**src/rtl/i2c_trx_pkg.sv**
```systemverilog
package i2c_trx_pkg;
  typedef enum logic [2:0] {
    SEL_FUNC   = 3'd0,
    SEL_CMD    = 3'd1,
    SEL_TADDR  = 3'd2,
    SEL_BUFLEN = 3'd3,
    SEL_BASE   = 3'd4,
    SEL_IEN    = 3'd5,
    SEL_ISTS   = 3'd6
  } reg_sel_e;

  localparam int BIT_TGT_EN   = 1;
  localparam int BIT_RXDMA_EN = 9;
  localparam int BIT_PKT_EN   = 16;
  localparam int BIT_LEN_W1   = 31;
  localparam int LEN_LSB      = 16;
  localparam int CNT_LSB      = 16;

  localparam int STS_PKT_DONE = 16;
  localparam int STS_MATCH    = 7;
  localparam int STS_STOP     = 4;
  localparam int STS_RX_DONE  = 2;
endpackage

```
**src/rtl/i2c_trx_cfg.sv**
```systemverilog
module i2c_trx_cfg
  import i2c_trx_pkg::*;
#(
  parameter int ADDR_W = 32,
  parameter int LEN_W  = 11
) (
  input  logic              clk,
  input  logic              rst_n,
  input  logic              wr_en,
  input  logic [2:0]        wr_sel,
  input  logic [31:0]       wr_data,
  output logic              rx_enabled,
  output logic [6:0]        tgt_addr,
  output logic [LEN_W-1:0]  buf_len,
  output logic [ADDR_W-1:0] base_addr,
  output logic [31:0]       int_en
);
  logic              tgt_en_q, tgt_en_d;
  logic              rxdma_q, rxdma_d;
  logic              pkt_q, pkt_d;
  logic [6:0]        taddr_q, taddr_d;
  logic [LEN_W-1:0]  len_q, len_d;
  logic [ADDR_W-1:0] base_q, base_d;
  logic [31:0]       ien_q, ien_d;

  always_comb begin
    tgt_en_d = tgt_en_q;
    rxdma_d  = rxdma_q;
    pkt_d    = pkt_q;
    taddr_d  = taddr_q;
    len_d    = len_q;
    base_d   = base_q;
    ien_d    = ien_q;
    if (wr_en) begin
      unique case (wr_sel)
        SEL_FUNC:  tgt_en_d = wr_data[BIT_TGT_EN];
        SEL_CMD: begin
          rxdma_d = wr_data[BIT_RXDMA_EN];
          pkt_d   = wr_data[BIT_PKT_EN];
        end
        SEL_TADDR: taddr_d = wr_data[6:0];
        SEL_BUFLEN: if (wr_data[BIT_LEN_W1]) len_d = wr_data[LEN_LSB +: LEN_W];
        SEL_BASE:  base_d = wr_data[ADDR_W-1:0];
        SEL_IEN:   ien_d = wr_data;
        default: ;
      endcase
    end
  end

  always_ff @(posedge clk or negedge rst_n) begin
    if (!rst_n) begin
      tgt_en_q <= 1'b0;
      rxdma_q  <= 1'b0;
      pkt_q    <= 1'b0;
      taddr_q  <= '0;
      len_q    <= '0;
      base_q   <= '0;
      ien_q    <= '0;
    end else if (wr_en) begin
      tgt_en_q <= tgt_en_d;
      rxdma_q  <= rxdma_d;
      pkt_q    <= pkt_d;
      taddr_q  <= taddr_d;
      len_q    <= len_d;
      base_q   <= base_d;
      ien_q    <= ien_d;
    end
  end

  assign rx_enabled = tgt_en_q & rxdma_q & pkt_q;
  assign tgt_addr   = taddr_q;
  assign buf_len    = len_q;
  assign base_addr  = base_q;
  assign int_en     = ien_q;

  AST_LEN_QUAL: assert property (@(posedge clk) disable iff (!rst_n)
    (wr_en && wr_sel == SEL_BUFLEN && !wr_data[BIT_LEN_W1]) |=> $stable(len_q));
endmodule

```
**src/rtl/i2c_trx_dma.sv**
```systemverilog
module i2c_trx_dma #(
  parameter int ADDR_W = 32,
  parameter int LEN_W  = 11,
  parameter int CNT_W  = 13
) (
  input  logic              clk,
  input  logic              rst_n,
  input  logic              rx_enabled,
  input  logic [6:0]        tgt_addr,
  input  logic [LEN_W-1:0]  buf_len,
  input  logic [ADDR_W-1:0] base_addr,
  input  logic              addr_stb,
  input  logic [7:0]        addr_byte,
  input  logic              byte_vld,
  input  logic [7:0]        byte_data,
  input  logic              stop_det,
  output logic              mem_req,
  output logic [ADDR_W-1:0] mem_addr,
  output logic [7:0]        mem_data,
  input  logic              mem_ack,
  output logic [CNT_W-1:0]  rx_cnt,
  output logic              pkt_done
);
  logic              active_q, active_d;
  logic              stp_q, stp_d;
  logic              req_v_q, req_v_d;
  logic [ADDR_W-1:0] req_a_q, req_a_d;
  logic [7:0]        req_b_q, req_b_d;
  logic              skd_v_q, skd_v_d;
  logic [ADDR_W-1:0] skd_a_q, skd_a_d;
  logic [7:0]        skd_b_q, skd_b_d;
  logic [ADDR_W-1:0] cur_q, cur_d;
  logic [LEN_W-1:0]  rem_q, rem_d;
  logic [CNT_W-1:0]  cnt_q, cnt_d;

  logic start, ack, req_busy, skd_busy, take;

  always_comb begin
    start    = addr_stb & rx_enabled & (addr_byte[7:1] == tgt_addr) & ~addr_byte[0];
    ack      = req_v_q & mem_ack;
    req_busy = (req_v_q & ~ack) | (ack & skd_v_q);
    skd_busy = skd_v_q & ~ack;
    take     = byte_vld & active_q & ~stp_q & ~start & (rem_q != '0)
             & ~(req_busy & skd_busy);
    pkt_done = stp_q & ~req_v_q & ~skd_v_q & ~start;

    req_v_d  = req_busy;
    req_a_d  = req_a_q;
    req_b_d  = req_b_q;
    skd_v_d  = skd_busy;
    skd_a_d  = skd_a_q;
    skd_b_d  = skd_b_q;
    cur_d    = cur_q;
    rem_d    = rem_q;
    cnt_d    = cnt_q;
    active_d = active_q;
    stp_d    = stp_q;

    if (ack && skd_v_q) begin
      req_a_d = skd_a_q;
      req_b_d = skd_b_q;
    end
    if (take) begin
      if (!req_busy) begin
        req_v_d = 1'b1;
        req_a_d = cur_q;
        req_b_d = byte_data;
      end else begin
        skd_v_d = 1'b1;
        skd_a_d = cur_q;
        skd_b_d = byte_data;
      end
      cur_d = cur_q + 1'b1;
      rem_d = rem_q - 1'b1;
      cnt_d = cnt_q + 1'b1;
    end
    if (start) begin
      active_d = 1'b1;
      stp_d    = 1'b0;
      cur_d    = base_addr;
      rem_d    = buf_len;
      cnt_d    = '0;
    end else begin
      if (stop_det && active_q && !stp_q) stp_d = 1'b1;
      if (pkt_done) begin
        active_d = 1'b0;
        stp_d    = 1'b0;
      end
    end
  end

  always_ff @(posedge clk or negedge rst_n) begin
    if (!rst_n) begin
      active_q <= 1'b0;
      stp_q    <= 1'b0;
      req_v_q  <= 1'b0;
      req_a_q  <= '0;
      req_b_q  <= '0;
      skd_v_q  <= 1'b0;
      skd_a_q  <= '0;
      skd_b_q  <= '0;
      cur_q    <= '0;
      rem_q    <= '0;
      cnt_q    <= '0;
    end else begin
      active_q <= active_d;
      stp_q    <= stp_d;
      req_v_q  <= req_v_d;
      skd_v_q  <= skd_v_d;
      if (req_v_d) begin
        req_a_q <= req_a_d;
        req_b_q <= req_b_d;
      end
      if (skd_v_d) begin
        skd_a_q <= skd_a_d;
        skd_b_q <= skd_b_d;
      end
      cur_q <= cur_d;
      rem_q <= rem_d;
      cnt_q <= cnt_d;
    end
  end

  assign mem_req  = req_v_q;
  assign mem_addr = req_a_q;
  assign mem_data = req_b_q;
  assign rx_cnt   = cnt_q;

  AST_REQ_HOLD: assert property (@(posedge clk) disable iff (!rst_n)
    (mem_req && !mem_ack) |=> (mem_req && $stable(mem_addr) && $stable(mem_data)));
  AST_START_CLR: assert property (@(posedge clk) disable iff (!rst_n)
    start |=> (rx_cnt == '0));
  AST_CNT_STEP: assert property (@(posedge clk) disable iff (!rst_n)
    (rx_cnt != $past(rx_cnt)) |-> (rx_cnt == '0 || rx_cnt == CNT_W'($past(rx_cnt) + 1'b1)));
  AST_NO_WR_EMPTY: assert property (@(posedge clk) disable iff (!rst_n)
    (rem_q == '0 && !start && !req_v_q && !skd_v_q) |=> !mem_req);
  AST_IDLE_NO_WR: assert property (@(posedge clk) disable iff (!rst_n)
    (!active_q && !start && !req_v_q && !skd_v_q) |=> !mem_req);
endmodule

```
**src/rtl/i2c_trx_irq.sv**
```systemverilog
module i2c_trx_irq
  import i2c_trx_pkg::*;
(
  input  logic        clk,
  input  logic        rst_n,
  input  logic        ack_wr,
  input  logic        pkt_done,
  input  logic [31:0] int_en,
  input  logic        mst_irq_pend,
  output logic [31:0] int_sts,
  output logic        irq
);
  logic [31:0] sts_q, sts_d;
  logic        upd;

  always_comb begin
    sts_d = sts_q;
    if (ack_wr) sts_d[STS_PKT_DONE:0] = '0;
    if (pkt_done) begin
      sts_d[STS_PKT_DONE] = 1'b1;
      sts_d[STS_MATCH]    = 1'b1;
      sts_d[STS_STOP]     = 1'b1;
      sts_d[STS_RX_DONE]  = 1'b1;
    end
    upd = ack_wr | pkt_done;
  end

  always_ff @(posedge clk or negedge rst_n) begin
    if (!rst_n) sts_q <= '0;
    else if (upd) sts_q <= sts_d;
  end

  assign int_sts = sts_q;
  assign irq     = mst_irq_pend | (|(sts_q & int_en));

  AST_DONE_SET: assert property (@(posedge clk) disable iff (!rst_n)
    pkt_done |=> (int_sts[STS_PKT_DONE] && int_sts[STS_MATCH] && int_sts[STS_STOP] && int_sts[STS_RX_DONE]));
  AST_ACK_CLR: assert property (@(posedge clk) disable iff (!rst_n)
    (ack_wr && !pkt_done) |=> (int_sts[STS_PKT_DONE:0] == '0));
endmodule

```
**src/rtl/i2c_tgt_rx_dma.sv**
```systemverilog
module i2c_tgt_rx_dma
  import i2c_trx_pkg::*;
#(
  parameter int ADDR_W = 32,
  parameter int LEN_W  = 11,
  parameter int CNT_W  = 13
) (
  input  logic              clk,
  input  logic              rst_n,
  input  logic              reg_wr_en,
  input  logic [2:0]        reg_wr_sel,
  input  logic [31:0]       reg_wr_data,
  input  logic              addr_stb,
  input  logic [7:0]        addr_byte,
  input  logic              byte_vld,
  input  logic [7:0]        byte_data,
  input  logic              stop_det,
  input  logic              mst_irq_pend,
  output logic              mem_req,
  output logic [ADDR_W-1:0] mem_addr,
  output logic [7:0]        mem_data,
  input  logic              mem_ack,
  output logic [31:0]       len_sts,
  output logic [31:0]       int_sts,
  output logic              irq
);
  logic [1:0]        rst_sync;
  logic              rst_core_n;
  logic              rx_enabled;
  logic [6:0]        tgt_addr;
  logic [LEN_W-1:0]  buf_len;
  logic [ADDR_W-1:0] base_addr;
  logic [31:0]       int_en;
  logic [CNT_W-1:0]  rx_cnt;
  logic              pkt_done;
  logic              ack_wr;

  always_ff @(posedge clk or negedge rst_n) begin
    if (!rst_n) rst_sync <= '0;
    else        rst_sync <= {rst_sync[0], 1'b1};
  end
  assign rst_core_n = rst_sync[1];

  assign ack_wr = reg_wr_en & (reg_wr_sel == SEL_ISTS) & reg_wr_data[STS_PKT_DONE];

  i2c_trx_cfg #(.ADDR_W(ADDR_W), .LEN_W(LEN_W)) u_cfg (
    .clk(clk), .rst_n(rst_core_n), .wr_en(reg_wr_en), .wr_sel(reg_wr_sel),
    .wr_data(reg_wr_data), .rx_enabled(rx_enabled), .tgt_addr(tgt_addr),
    .buf_len(buf_len), .base_addr(base_addr), .int_en(int_en));

  i2c_trx_dma #(.ADDR_W(ADDR_W), .LEN_W(LEN_W), .CNT_W(CNT_W)) u_dma (
    .clk(clk), .rst_n(rst_core_n), .rx_enabled(rx_enabled), .tgt_addr(tgt_addr),
    .buf_len(buf_len), .base_addr(base_addr), .addr_stb(addr_stb),
    .addr_byte(addr_byte), .byte_vld(byte_vld), .byte_data(byte_data),
    .stop_det(stop_det), .mem_req(mem_req), .mem_addr(mem_addr),
    .mem_data(mem_data), .mem_ack(mem_ack), .rx_cnt(rx_cnt), .pkt_done(pkt_done));

  i2c_trx_irq u_irq (
    .clk(clk), .rst_n(rst_core_n), .ack_wr(ack_wr), .pkt_done(pkt_done),
    .int_en(int_en), .mst_irq_pend(mst_irq_pend), .int_sts(int_sts), .irq(irq));

  always_comb begin
    len_sts = '0;
    len_sts[CNT_LSB +: CNT_W] = rx_cnt;
  end

  AST_MST_SHARE: assert property (@(posedge clk) disable iff (!rst_core_n)
    mst_irq_pend |-> irq);
  AST_DONE_IRQ: assert property (@(posedge clk) disable iff (!rst_core_n)
    (int_sts[STS_PKT_DONE] && int_en[STS_PKT_DONE]) |-> irq);
endmodule

```
**config.mk**
```make
export PLATFORM = sky130hd
export DESIGN_NAME = i2c_tgt_rx_dma
export DESIGN_NICKNAME = d
export VERILOG_FILES = /design/src/rtl/i2c_trx_pkg.sv /design/src/rtl/i2c_trx_cfg.sv /design/src/rtl/i2c_trx_dma.sv /design/src/rtl/i2c_trx_irq.sv /design/src/rtl/i2c_tgt_rx_dma.sv
export SDC_FILE = /design/constraint.sdc
export NUM_CORES = 1
export LEC_CHECK = 0
export BUFFER_PORTS_ARGS = -buffer_cell sky130_fd_sc_hd__buf_2
export CORE_MARGIN = 8
export CORE_UTILIZATION = 50
export CTS_CLUSTER_DIAMETER = 120
export DETAILED_ROUTE_END_ITERATION = 10
export HOLD_SLACK_MARGIN = 0.06
export PLACE_DENSITY = 0.74
export SLEW_MARGIN = 40
export SYNTH_ARGS = -nofsm -noshare
export SYNTH_HDL_FRONTEND = slang
export SYNTH_SLANG_ARGS = --single-unit
```
**constraint.sdc**
```tcl
create_clock -name clk -period 8.7 [get_ports clk]
set_clock_uncertainty 0.2 [all_clocks]
set_input_delay 0.435 -clock clk [delete_from_list [all_inputs] [get_ports clk]]
set_output_delay 0.435 -clock clk [all_outputs]
set_load 0.03 [all_outputs]
```
# --- Word level (Yosys, flattened, before mapping) ---
# Index checks and enable logic that the tools add are counted.
totals:
  regBits: 231
  input_bits: 59
  out_inout_bits: 106
  word_cells: 105
classes:
  add_sub_neg: 3
  eq_ne: 7
  muxes: 25
  bitwise_logic: 31
  n_reduce_logical: 19
ops:
  columns: ["operator", "n"]
  rows:
  - ["2-to-1 mux 32 bit", 5]
  - ["adder 32 x 1 -> 32 bit (second input constant)", 1]
  - ["bitwise AND 17 x 32 -> 32 bit", 1]
  - ["OR reduction 32 bit", 1]
  - ["2-to-1 mux 13 bit", 2]
  - ["2-to-1 mux 8 bit", 3]
  - ["2-to-1 mux 11 bit", 2]
  - ["bitwise AND 1 bit", 20]
  - ["2-to-1 mux 17 bit", 1]
  - ["adder 13 x 1 -> 13 bit (second input constant)", 1]
  - ["2-to-1 mux 1 bit", 12]
  - ["AND reduction 2 bit", 6]
  - ["nonzero test 11 bit", 1]
  - ["subtractor 11 x 1 -> 11 bit (second input constant)", 1]
  - ["equality test 3 bit (second input constant)", 3]
  - ["equality test 7 bit", 1]
  - ["inverter 1 bit", 7]
  - ["equality test 3 x 2 -> 1 bit (second input constant)", 2]
  - ["AND reduction 3 bit", 2]
  - ["nonzero test 2 bit", 3]
  - ["equality test 3 x 1 -> 1 bit (second input constant)", 1]
  - ["logical AND 1 bit", 3]
  - ["zero test 3 bit", 1]
  - ["bitwise OR 1 bit", 3]
  - ["2 further kinds", 2]

# --- Longest topological paths before layout ---
# Gate-level depths: netlist of the first run.
logic_depth:
  depth_word: 11
  mapped_depth: 9
  ltp_nobuf: 7

# --- By module ---
# A second synthesis of the first run with hierarchy kept.
hier_totals:
  cells_unflattened: 1034
  area_unflattened_um2: 11046.8
by_module_without_submodules:
  columns: ["module", "n_inst", "cells_each", "area_each_um2", "seq_area_each_um2"]
  rows:
  - ["i2c_trx_dma", 1, 785, 7338.3, 3503.4]
  - ["i2c_trx_cfg", 1, 187, 3203.1, 2127.0]
  - ["i2c_trx_irq", 1, 37, 287.8, 25.0]
  - ["i2c_tgt_rx_dma", 1, 25, 217.7, 50.0]

# --- Least setup slack after synthesis of the first run ---
# OpenSTA, ideal clock, no wires.
synth_timing:
  kind: "reg-to-reg"
  start: "reg u_dma.rem_q[4]"
  end: "reg u_dma.req_a_q[18] (netlist: u_dma.mem_addr[18])"
  setup_ns: 0.138
  arrival_ns: 1.921
  slack_ns: 6.441
  path_stages_with_launch: 9
  path_buffers: 4
  path_cell_list: "dfrtp_1 -> or4_1 -> buf_2 -> o31a_1 -> buf_2 -> buf_6 -> buf_2 -> nand4_1 -> o211ai_1"
synth_via:
  elab_chain_cells: 4
  word_cells_on_any_way: 5
  cone_classes: "mux (2); bitwise (2); reduce/logical (1)"
synth_lines:
  columns: ["element", "line", "text"]
  rows:
  - ["start, declared", "i2c_trx_dma.sv:33", "logic [LEN_W-1:0] rem_q, rem_d;"]
  - ["start signal, assigned", "i2c_trx_dma.sv:119", "rem_q <= rem_d;"]
  - ["nonzero test 11 bit (*)", "i2c_trx_dma.sv:43", "take = byte_vld & active_q & ~stp_q & ~start & (rem_q != '0)"]
  - ["bitwise AND 1 bit (*)", "i2c_trx_dma.sv:43", null]
  - ["bitwise AND 1 bit (*)", "i2c_trx_dma.sv:44", "& ~(req_busy & skd_busy);"]
  - ["2-to-1 mux 32 bit / 2-to-1 mux 1 bit (equally long branches)", "i2c_trx_dma.sv:63", "if (take) begin"]
  - ["end signal, assigned", "i2c_trx_dma.sv:111", "req_a_q <= req_a_d;"]
  - ["end, declared", "i2c_trx_dma.sv:27", "logic [ADDR_W-1:0] req_a_q, req_a_d;"]
# Mark *: on every way between the ends. The rest lies on a longest branch, timed or not.
# A chain may end at the register's enable or synchronous reset.

# --- Final worst setup path of the first run ---
layout_timing:
  start: "reg u_dma.skd_v_q"
  end: "reg u_dma.cur_q[27]"
layout_via:
  elab_chain_cells: 6
  word_cells_on_any_way: 7
  cone_classes: "bitwise (6); reduce/logical (1)"
layout_lines:
  columns: ["element", "line", "text"]
  rows:
  - ["start, declared", "i2c_trx_dma.sv:29", "logic skd_v_q, skd_v_d;"]
  - ["start signal, assigned", "i2c_trx_dma.sv:109", "skd_v_q <= skd_v_d;"]
  - ["bitwise AND 1 bit", "i2c_trx_dma.sv:41", "req_busy = (req_v_q & ~ack) | (ack & skd_v_q);"]
  - ["bitwise OR 1 bit", "i2c_trx_dma.sv:41", null]
  - ["bitwise AND 1 bit (*)", "i2c_trx_dma.sv:44", null]
  - ["inverter 1 bit (*)", "i2c_trx_dma.sv:44", null]
  - ["bitwise AND 1 bit (*)", "i2c_trx_dma.sv:44", null]
  - ["nonzero test 2 bit (no source line) (*)", null, null]
  - ["end signal, assigned", "i2c_trx_dma.sv:118", "cur_q <= cur_d;"]
  - ["end, declared", "i2c_trx_dma.sv:32", "logic [ADDR_W-1:0] cur_q, cur_d;"]
# Marked as above.

==> impl_metrics.py, run 1 <==
metrics = {
    "sta": {
        "rsz0062_at_grt": "no",
        "hold_viol_final": 0,
        "slew-limit-headroom_pct": 45.7,
        "fin_worst_hold_slack_ps": 75.6,
        "maxClockFrequency_mhz": 326,
        "period_needed_ps": 3060,
        "report.final.slew_viol_count": 0,
        "timing.setup.tns_ps": 0,
        "worst_slack_ps": 5640,
        "post-route-period-util_pct": 35.2,
        "finalSetupViolCount": 0,
        "worst-slew-pin-transition_ps": 814,
    },
    "die": {
        "die_w_um": 158,
        "floorplan.core_area_um2": 19600,
        "top_level_ports": 165,
        "die_outline_area_um2": 24800,
        "dieHeight_um": 158,
        "start_util_pct": 51.1,
        "rows": 51,
    },
    "route": {
        "drtIter0Drc": 646,
        "drc": 0,
        "drtPass1Iterations": 5,
        "uppermost_layer_routed": "met4",
        "postRouteWirelength_um": 24300,
        "route.antenna.remaining_nets": 0,
        "vias": 7635,
        "route.detailed.vias_per_inst": 5.69,
        "met3_length_um": 1850,
        "post_drt_wl_per_cell_um": 18.1,
        "route.met2.wl_um": 11500,
        "routedLengthMet1_um": 10700,
    },
    "clock_tree": {
        "worstSkewPairLatency_ps": 440,
        "tritoncts_clock_tree": "built",
        "tritoncts_buffers": 17,
        "cts.sink_count": 200,
        "root_buffer": "sky130_fd_sc_hd__clkbuf_16",
        "cts.htree.levels": 4,
        "cts_max_path_buffers": 2,
        "cts.reportedPaths.clkPinSlew_ps": 70,
        "post_cts.repair.setup_buffers": 0,
    },
    "placement": {
        "routabilityCongestion": 0.829,
        "dp_worst_setup_slack_ps": 5560,
        "detailedPlacementHpwl_um": 16300,
        "port-buffer-count": 117,
        "dpl_cell_area_um2": 10600,
    },
    "grt": {
        "grt_antenna_before_repair": 0,
        "grt_start_max_net_pins": 82,
        "global_route_wire_length_before_repair_um": 39400,
        "grt-ovfl-total": 0,
        "grt_pass1_vias": 7461,
        "grtUsageTotal_pct": 20.0,
    },
    "cells_and_area": {
        "layout.cells.most_common_list": "sky130_fd_sc_hd__dfrtp_1 (199), sky130_fd_sc_hd__buf_2 (117), sky130_fd_sc_hd__nand2_1 (103), sky130_fd_sc_hd__mux2_2 (97), sky130_fd_sc_hd__nor2_1 (60)",
        "finalNetCount": 1126,
        "antennaDiodeCount": 0,
        "fill_cells": 1661,
        "finish.instance_area_um2": 11500,
        "post_route_cells_drive_above_1_share_pct": 25.5,
        "commonest_non_fill_non_tap_cell_in_the_layout": "sky130_fd_sc_hd__dfrtp_1",
        "area.growth.synth_to_final_pct": 15.0,
    },
    "critical_path": {
        "worst-path-max-fanout": 12,
        "worst_path_largest_cell_delay_ps": 620,
        "timing.critical_path.required_ps": 8860,
        "crit_path_cell_trace": "nand3b_1 > nand4_1 > or3_1 > or4_1 > a31oi_1",
        "timing.critical_path.max_delay_family": "simple AND/OR/NAND/NOR gates",
        "cp.arrival_ps": 3230,
        "timing.critical_path.slowest_stage_cell": "sky130_fd_sc_hd__or3_1",
        "type_of_destination_of_the_critical_path": "register",
        "timing_worst_setup_path_type": "register to register",
        "cp_num_buf_inv": 0,
        "critical_path.startpoint_type": "register",
    },
    "synthesis": {
        "syn_area_per_cell_um2": 10.6,
        "compound_cell_area_share_of_the_yosys_netlist_pct": 10.3,
        "synth-adder-area-share_pct": 0.500,
        "async_reset_ff_share_pct": 100,
        "synthDistinctLibCells": 50,
        "synth-seq-area-share_pct": 50.0,
        "number_of_flops_mapped_to_enable_cells_by_yosys": 0,
        "synth-xor-area-share_pct": 4.55,
        "largest_family_of_logic_cells_by_synthesized_area": "simple AND/OR/NAND/NOR gates",
        "syn-instance-count": 948,
        "post_synthesis_share_of_cell_area_spent_on_and_or_nand_and_nor_gates_pct": 16.6,
        "syn-cell-area_um2": 10000,
        "number_of_flip_flops_and_latches_in_the_synthesized_netlist": 200,
        "yosys-mux-area-fraction_pct": 11.1,
        "yosysWarnings": 0,
        "synth-main-ff-cell": "sky130_fd_sc_hd__dfrtp_1",
    },
    "power_and_ir_drop": {
        "pwr_density_cell_nw_per_um2": 181,
        "ir_worst_vdd_v": 0.000138,
        "power_leakage_uw": 0.00524,
        "finalPower_uw": 2080,
    },
    "job": {
        "maxCapViolations": 0,
    },
    "min_path": {
        "timing.hold.worst.class": "register to asynchronous set/reset pin",
    },
    "outcome": {
        "status": "finished, final reports clean",
    },
}
==> routing by layer <==
metal | GRT usage [%] | vias to the layer above
li1 | - | 3563
met1 | 26.6 | 3792
met2 | 32.3 | 258
met3 | 4.58 | 22
met4 | 4.99 | 0
met5 | 0 | -
==> cell usage after synthesis, types with 2 or more instances <==
master                       n  area (um2)
sky130_fd_sc_hd__a21oi_1    35         175
sky130_fd_sc_hd__a22o_1     40         350
sky130_fd_sc_hd__a31oi_1     6        37.5
sky130_fd_sc_hd__and3_1      7        43.8
sky130_fd_sc_hd__and3b_1     2        17.5
sky130_fd_sc_hd__and4_1      9        78.8
sky130_fd_sc_hd__buf_1       2        7.51
sky130_fd_sc_hd__buf_2       9        45.0
sky130_fd_sc_hd__buf_4      51         383
sky130_fd_sc_hd__buf_6       5        56.3
sky130_fd_sc_hd__clkbuf_1   50         188
sky130_fd_sc_hd__conb_1      2        7.51
sky130_fd_sc_hd__dfrtp_1   200        5000
sky130_fd_sc_hd__ha_1        4        50.1
sky130_fd_sc_hd__inv_1       4        15.0
sky130_fd_sc_hd__mux2_2     97        1090
sky130_fd_sc_hd__mux2i_1     2        20.0
sky130_fd_sc_hd__nand2_1   103         387
sky130_fd_sc_hd__nand2b_1    3        18.8
sky130_fd_sc_hd__nand3_1    20         100
sky130_fd_sc_hd__nand3b_1    3        22.5
sky130_fd_sc_hd__nand4_1    55         344
sky130_fd_sc_hd__nor2_1     61         229
sky130_fd_sc_hd__nor3_1     17        85.1
sky130_fd_sc_hd__nor3_2      2        20.0
sky130_fd_sc_hd__nor3b_1     3        22.5
sky130_fd_sc_hd__nor4_1     15        93.8
sky130_fd_sc_hd__nor4b_1     4        35.0
sky130_fd_sc_hd__o211ai_1   41         308
sky130_fd_sc_hd__o21ai_0    10        50.1
sky130_fd_sc_hd__o31ai_1     4        30.0
sky130_fd_sc_hd__or3_1       6        37.5
sky130_fd_sc_hd__or4_1       9        67.6
sky130_fd_sc_hd__xnor2_1    32         280
sky130_fd_sc_hd__xor2_1     20         175
==> timing repair <==
action                                 CTS  global route
hold buffers                            35             0
gates resized for setup                  0             0
endpoints found under the hold margin   49             0
==> sequential cells by signal (all words and copies together), names as in the netlist, 2 cells and up <==
name / count
u_cfg.base_addr: 32
u_dma.mem_addr: 32
u_dma.cur_q: 32
u_cfg.tgt_addr: 7
u_dma.skd_b_q: 8
u_cfg.int_en: 4
rst_sync: 2
u_dma.rem_q: 11
u_dma.rx_cnt: 13
u_cfg.buf_len: 11
u_dma.mem_data: 8
u_dma.skd_a_q: 32
==> per-stage QoR <==
| stage | cells | utilization, % |
|---|---|---|
| floorplan | 994 | - |
| global placement | 1273 | 54.0 |
| detailed placement | 1273 | 54.0 |
| CTS | 1340 | 58.7 |
| global route | 1341 | 58.8 |
| finish | 1341 | 58.8 |
==> cell type report <==
class	count	area, um2	area share, %
sequential	200	5010	43.5
multi-input combinational	672	4530	39.3
timing repair buffer	167	1050	9.14
clock buffer	18	439	3.81
tap	265	332	2.88
clock inverter	14	139	1.21
inverter	5	18.8	0.163
==> worst paths after layout <==
check	startpoint	endpoint	slack, ps	depth (start not counted)
hold reg to reg	rst_sync[1]	u_cfg.base_addr[26]	80	0
max in group asynchronous	rst_sync[1]	u_dma.mem_addr[6]	6520	2
hold / removal	rst_sync[1]	u_cfg.base_addr[26]	80	0
setup reg to reg	u_dma.skd_v_q	u_dma.cur_q[27]	5640	5
min in group clk	reg_wr_data[4]	u_cfg.base_addr[4]	80	2
setup / recovery	u_dma.skd_v_q	u_dma.cur_q[27]	5640	5
==> power by group <==
group	internal (uW)	switching [uW]
clock	410	366
sequential	1000	57.3
combinational	101	143
total	1510	567
==> cell families (layout without fill, tap and decap cells) <==
logic type,count (synthesis),in the layout
DFF,200,200
buffers and inverters,122,204
xor gates and xnor gates,52,52
and+or+nand+nor,325,325
AOI/OAI and AO/OA,144,144
adders and majority gates,4,4
other,2,48
muxes,99,99
Note: power is estimated with default switching activity, not from simulation.
==> run 2: changes to the inputs <==
--- a/config.mk
+++ b/config.mk
@@ -11,7 +11,7 @@
 export CTS_CLUSTER_DIAMETER = 120
 export DETAILED_ROUTE_END_ITERATION = 10
 export HOLD_SLACK_MARGIN = 0.06
-export PLACE_DENSITY = 0.74
+export PLACE_DENSITY = 0.77
 export SLEW_MARGIN = 40
 export SYNTH_ARGS = -nofsm -noshare
 export SYNTH_HDL_FRONTEND = slang
==> constraint.sdc (replaced) <==
create_clock -name clk -period 2.8 [get_ports clk]
set_clock_uncertainty 0.2 [all_clocks]
set_input_delay 0.14 -clock clk [delete_from_list [all_inputs] [get_ports clk]]
set_output_delay 0.14 -clock clk [all_outputs]
set_load 0.03 [all_outputs]
==> run 2 against run 1 <==
Via count increased by 3.9%. Design area increased by 3.4%. Sequential share of layout area decreased by 1.4 points. Global-route usage increased by 0.68 points. Core utilization increased by 2.0 points. Sequential cell count unchanged. Fmax increased by 18%. Critical endpoint is now u_dma.cur_q[2]. Highest routed layer unchanged.
==> impl_metrics.py, run 2 (synthesis results as in run 1) <==
metrics = {
    "placement": {
        "port-buffer-count": 117,
        "routabilityCongestion": 0.841,
        "placed_cells_incl_taps": 1291,
        "detailedPlacementHpwl_um": 17000,
    },
    "critical_path": {
        "cp.arrival_ps": 2710,
        "crit_path_cell_trace": "or4_1 > o31ai_4 > buf_4 > buf_4 > nor2_1 > xnor2_1 > a21oi_1",
        "timing_worst_setup_path_type": "register to register",
        "cp_num_buf_inv": 2,
        "critical_path.startpoint_type": "register",
        "worst_path_most_repeated_cell": "sky130_fd_sc_hd__buf_4",
        "worst-path-max-fanout": 9,
        "worst_path_largest_cell_delay_ps": 670,
        "type_of_destination_of_the_critical_path": "register",
        "timing.critical_path.required_ps": 2900,
        "timing.critical_path.max_delay_family": "simple AND/OR/NAND/NOR gates",
        "timing.critical_path.slowest_stage_cell": "sky130_fd_sc_hd__or4_1",
    },
    "clock_tree": {
        "root_buffer": "sky130_fd_sc_hd__clkbuf_16",
        "cts.reportedPaths.clkPinSlew_ps": 70,
        "cts.sink_count": 200,
        "tritoncts_clock_tree": "built",
        "cts_max_path_buffers": 2,
        "tritoncts_buffers": 17,
        "worstSkewPairLatency_ps": 430,
        "post_cts.repair.setup_buffers": 0,
        "cts.htree.levels": 4,
    },
    "sta": {
        "finalSetupViolCount": 0,
        "period_needed_ps": 2610,
        "hold_viol_final": 0,
        "maxClockFrequency_mhz": 384,
        "worst-slew-pin-transition_ps": 638,
        "report.final.slew_viol_count": 0,
        "rsz0062_at_grt": "no",
        "post-route-period-util_pct": 93.1,
        "timing.setup.tns_ps": 0,
        "slew-limit-headroom_pct": 57.3,
    },
    "cells_and_area": {
        "commonest_non_fill_non_tap_cell_in_the_layout": "sky130_fd_sc_hd__dfrtp_1",
        "area.growth.synth_to_final_pct": 18.9,
        "final_cell_count_no_fill": 1373,
        "antennaDiodeCount": 0,
        "layout.cells.most_common_list": "sky130_fd_sc_hd__dfrtp_1 (199), sky130_fd_sc_hd__buf_2 (117), sky130_fd_sc_hd__nand2_1 (103), sky130_fd_sc_hd__mux2_2 (97), sky130_fd_sc_hd__nor2_1 (60)",
        "finalNetCount": 1158,
        "post_route_cells_drive_above_1_share_pct": 26.2,
    },
    "min_path": {
        "timing.hold.worst.class": "register to asynchronous set/reset pin",
    },
    "power_and_ir_drop": {
        "power_leakage_uw": 0.00543,
        "finalPower_uw": 6640,
        "ir_worst_vdd_v": 0.000448,
        "pwr_density_cell_nw_per_um2": 558,
    },
    "grt": {
        "grt_antenna_before_repair": 0,
        "grt_pass1_vias": 7852,
        "global_route_wire_length_before_repair_um": 41000,
        "grtUsageTotal_pct": 20.6,
        "grt_start_max_net_pins": 59,
        "grt-ovfl-total": 0,
    },
    "route": {
        "post_drt_wl_per_cell_um": 18.3,
        "drc": 0,
        "drtPass1Iterations": 5,
        "route.detailed.vias_per_inst": 5.78,
        "vias": 7934,
        "postRouteWirelength_um": 25100,
        "route.antenna.remaining_nets": 0,
        "drtIter0Drc": 596,
    },
    "die": {
        "dieHeight_um": 158,
        "top_level_ports": 165,
        "die_w_um": 158,
        "rows": 51,
        "start_util_pct": 51.1,
        "floorplan.core_area_um2": 19600,
        "die_outline_area_um2": 24800,
    },
    "outcome": {
        "status": "finished, final reports clean",
    },
    "job": {
        "maxCapViolations": 0,
    },
}
[run 2: cell types whose count changed in the layout (fill, tap and decap cells not counted), sizes merged]
| cell | delta |
|---|---|
| buf | +17 |
| dlygate4sd3 | +15 |
| clkinvlp | -2 |
| bufinv | +1 |
| clkbuf | -1 |
| clkinv | +1 |
| inv | +1 |
[run 2: worst paths after layout]
check	from	to	slack, ps	depth (start not counted)
setup / recovery	u_dma.rem_q[4]	u_dma.cur_q[2]	190	7
hold / removal	rst_sync[1]	u_cfg.base_addr[30]	140	0
setup reg to reg	u_dma.rem_q[4]	u_dma.cur_q[2]	190	7
hold reg to reg	rst_sync[1]	u_cfg.base_addr[30]	140	0
max in group asynchronous	rst_sync[1]	u_dma.skd_a_q[1]	1600	1
min in group clk	rst_sync[0]	rst_sync[1]	160	0
[run 2: metal layers]
metal	global-route usage [%]	vias up	wire (um)
met5	0	-	0
met4	7.16	0	382
met3	3.43	32	1650
met2	33.1	294	12000
met1	27.9	3982	11000
li1	-	3626	-
[run 2: layout make-up]
class                           instances  area (um2)
Multi-Input combinational cell        672        4520
Timing Repair Buffer                  199        1410
Sequential cell                       200        5010
Fill cell                            1615        7680
Tap cell                              265         332
Clock buffer                           17         425
Inverter                                5        18.8
Clock inverter                         15         185
[run 2: per-stage QoR]
stage	hold WS, ps	cell area [um2]	utilization (%)	setup WS (ps)
2_1_floorplan	-356	10200	-	541
3_3_place_gp	-275	10800	55.1	234
3_5_place_dp	-273	10800	55.1	220
4_1_cts	156	11900	60.8	202
5_1_grt	175	11900	60.8	72.6
6_report	139	11900	60.8	193
[run 2: what timing repair did]
| item | CTS | global route |
|---|---|---|
| hold endpoints to repair | 78 | 0 |
| hold buffers | 50 | 0 |
| resized for setup | 0 | 0 |
[run 2: power by group]
part           internal [uW]  leakage [uW]  switching (uW)
Clock                   1360      0.000290            1170
Combinational            356       0.00247             453
Sequential              3120       0.00267             186
[run 2: worst register-to-register path: cells and delay by family, from the launching register on]
| kind | cells | cell delay (ps) |
|---|---|---|
| AO/OA/AOI/OAI | 2 | 650 |
| buffers and inverters | 2 | 360 |
| XOR/XNOR | 1 | 140 |
| flip-flops | 1 | 410 |
| AND/OR/NAND/NOR | 2 | 730 |
==> run 3: changes to the inputs <==
--- a/config.mk
+++ b/config.mk
@@ -6,12 +6,14 @@
 export NUM_CORES = 1
 export LEC_CHECK = 0
 export BUFFER_PORTS_ARGS = -buffer_cell sky130_fd_sc_hd__buf_2
+export CELL_PAD_IN_SITES_DETAIL_PLACEMENT = 1
+export CELL_PAD_IN_SITES_GLOBAL_PLACEMENT = 1
 export CORE_MARGIN = 8
-export CORE_UTILIZATION = 50
+export CORE_UTILIZATION = 40
 export CTS_CLUSTER_DIAMETER = 120
 export DETAILED_ROUTE_END_ITERATION = 10
 export HOLD_SLACK_MARGIN = 0.06
-export PLACE_DENSITY = 0.77
+export PLACE_DENSITY = 0.78
 export SLEW_MARGIN = 40
 export SYNTH_ARGS = -nofsm -noshare
 export SYNTH_HDL_FRONTEND = slang
==> run 3 against run 2 <==
Clock-buffer cell count did not move. Largest cell class unchanged. Final cell count rose by 4.7%. Sequential power barely moved. Critical endpoint is now u_dma.mem_addr[21]. Highest routed layer unchanged. Register-to-register slack got worse by 60 ps.
==> impl_metrics.py, run 3 (synthesis results as in run 1) <==
metrics = {
    "outcome": {
        "status": "finished, final reports clean",
    },
    "critical_path": {
        "timing.critical_path.required_ps": 2910,
        "startpoint": "u_dma.rem_q[4]",
        "critical_path.reg2reg.startpoint": "u_dma.rem_q[4]",
        "r2r_slack_ps": 130,
        "timing.reg2reg.worst_path_depth": 5,
        "crit-reg2reg-capture": "u_dma.mem_addr[21]",
        "worst-path-max-fanout": 29,
        "type_of_destination_of_the_critical_path": "register",
        "critical_path.startpoint_type": "register",
        "cp.arrival_ps": 2780,
        "timing_worst_setup_path_type": "register to register",
        "timing.critical_path.to": "u_dma.mem_addr[21]",
    },
    "sta": {
        "worst-slew-pin-transition_ps": 789,
        "maxClockFrequency_mhz": 375,
        "post-route-period-util_pct": 95.3,
        "hold_viol_final": 0,
        "slew-limit-headroom_pct": 46.6,
        "period_needed_ps": 2670,
        "report.final.slew_viol_count": 0,
        "finalSetupViolCount": 0,
        "timing.setup.tns_ps": 0,
        "fin_worst_hold_slack_ps": 141,
        "rsz0062_at_grt": "no",
    },
    "placement": {
        "routabilityCongestion": 0.785,
        "detailedPlacementHpwl_um": 19000,
        "port-buffer-count": 117,
    },
    "die": {
        "dieHeight_um": 174,
        "start_util_pct": 40.2,
        "die_outline_area_um2": 30400,
        "rows": 58,
        "top_level_ports": 165,
        "die_w_um": 174,
        "floorplan.core_area_um2": 24900,
    },
    "route": {
        "drtIter0Drc": 440,
        "route.detailed.vias_per_inst": 5.53,
        "drtPass1Iterations": 5,
        "post_drt_wl_per_cell_um": 20.4,
        "drc": 0,
        "postRouteWirelength_um": 29300,
        "vias": 7943,
        "route.antenna.remaining_nets": 0,
    },
    "grt": {
        "grt_pass1_vias": 8629,
        "grt-ovfl-total": 0,
        "grt_antenna_before_repair": 0,
        "grt_start_max_net_pins": 110,
        "grtUsageTotal_pct": 19.2,
        "global_route_wire_length_before_repair_um": 47700,
    },
    "clock_tree": {
        "tritoncts_buffers": 17,
        "cts_max_path_buffers": 2,
        "worstSkewPairLatency_ps": 440,
        "tritoncts_clock_tree": "built",
        "cts.sink_count": 200,
        "cts.reportedPaths.clkPinSlew_ps": 80,
        "cts.htree.levels": 4,
        "root_buffer": "sky130_fd_sc_hd__clkbuf_16",
    },
    "cells_and_area": {
        "area.growth.synth_to_final_pct": 19.7,
        "antennaDiodeCount": 0,
        "fill_cells": 2748,
        "commonest_non_fill_non_tap_cell_in_the_layout": "sky130_fd_sc_hd__dfrtp_1",
        "layout.cells.most_common_list": "sky130_fd_sc_hd__dfrtp_1 (199), sky130_fd_sc_hd__buf_2 (117), sky130_fd_sc_hd__nand2_1 (103), sky130_fd_sc_hd__mux2_2 (97), sky130_fd_sc_hd__nor2_1 (60)",
        "finalNetCount": 1157,
        "post_route_cells_drive_above_1_share_pct": 26.2,
    },
    "job": {
        "maxCapViolations": 0,
    },
    "min_path": {
        "timing.hold.worst.class": "primary input to register",
    },
    "power_and_ir_drop": {
        "power_leakage_uw": 0.00544,
        "pwr_density_cell_nw_per_um2": 552,
        "ir_worst_vdd_v": 0.000367,
    },
}
[run 3: repair_timing]
item,in CTS,in global routing
gates resized for setup,0,1
setup buffers,0,7
hold buffers,50,0
setup endpoints to repair,0,13
hold endpoints to repair,78,0
[run 3: through the flow]
| step | area [um2] | setup slack (ps) | util (%) | total power [uW] | instances |
|---|---|---|---|---|---|
| detailed placement | 10800 | 69.2 | 43.5 | 4110 | 1348 |
| global placement | 10800 | 165 | 43.5 | 4060 | 1348 |
| CTS | 11900 | 42.4 | 47.9 | 6670 | 1430 |
| floorplan | 10200 | 541 | - | 3900 | 994 |
| finish | 12000 | 132 | 48.2 | 6620 | 1437 |
| global route | 12000 | 28.0 | 48.2 | 6890 | 1437 |
[run 3: layout make-up]
cell class	count	area [um2]	area share (%)
Multi-Input combinational cell	672	4530	37.8
Timing Repair Buffer	198	1420	11.8
Clock buffer	17	425	3.55
Tap cell	330	413	3.44
Clock inverter	15	173	1.44
Sequential cell	200	5010	41.8
Inverter	5	18.8	0.157
[run 3: metal layers]
layer	global-route usage [%]	part of all wire, %
met4	4.88	1.2
met3	3.23	3.7
met1	25.2	45
met5	0	0
met2	32.4	50
[run 3: worst min-delay path by stage]
stage	start	endpoint	slack, ps	cells after the start
after floorplan	rst_n	rst_sync[0]	-360	0
after global placement	rst_n	rst_sync[0]	-270	1
after detailed placement	rst_n	rst_sync[0]	-270	1
after CTS	addr_byte[0]	u_dma.cur_q[7]	120	5
after global routing	rst_sync[0]	rst_sync[1]	170	0
final	addr_byte[0]	u_dma.cur_q[7]	140	5
[run 3: report_power, final]
| part | switching, uW | internal, uW | total (uW) |
|---|---|---|---|
| logic | 479 | 348 | 827 |
| clock network | 1280 | 1220 | 2500 |
| registers | 177 | 3120 | 3300 |
[run 3: critical path, stage by stage, from the launching register on]
cell	delay, ps
sky130_fd_sc_hd__dfrtp_1	400
sky130_fd_sc_hd__or4_1	690
sky130_fd_sc_hd__o31a_2	630
sky130_fd_sc_hd__buf_4	340
sky130_fd_sc_hd__nand4_1	140
sky130_fd_sc_hd__o211ai_1	110
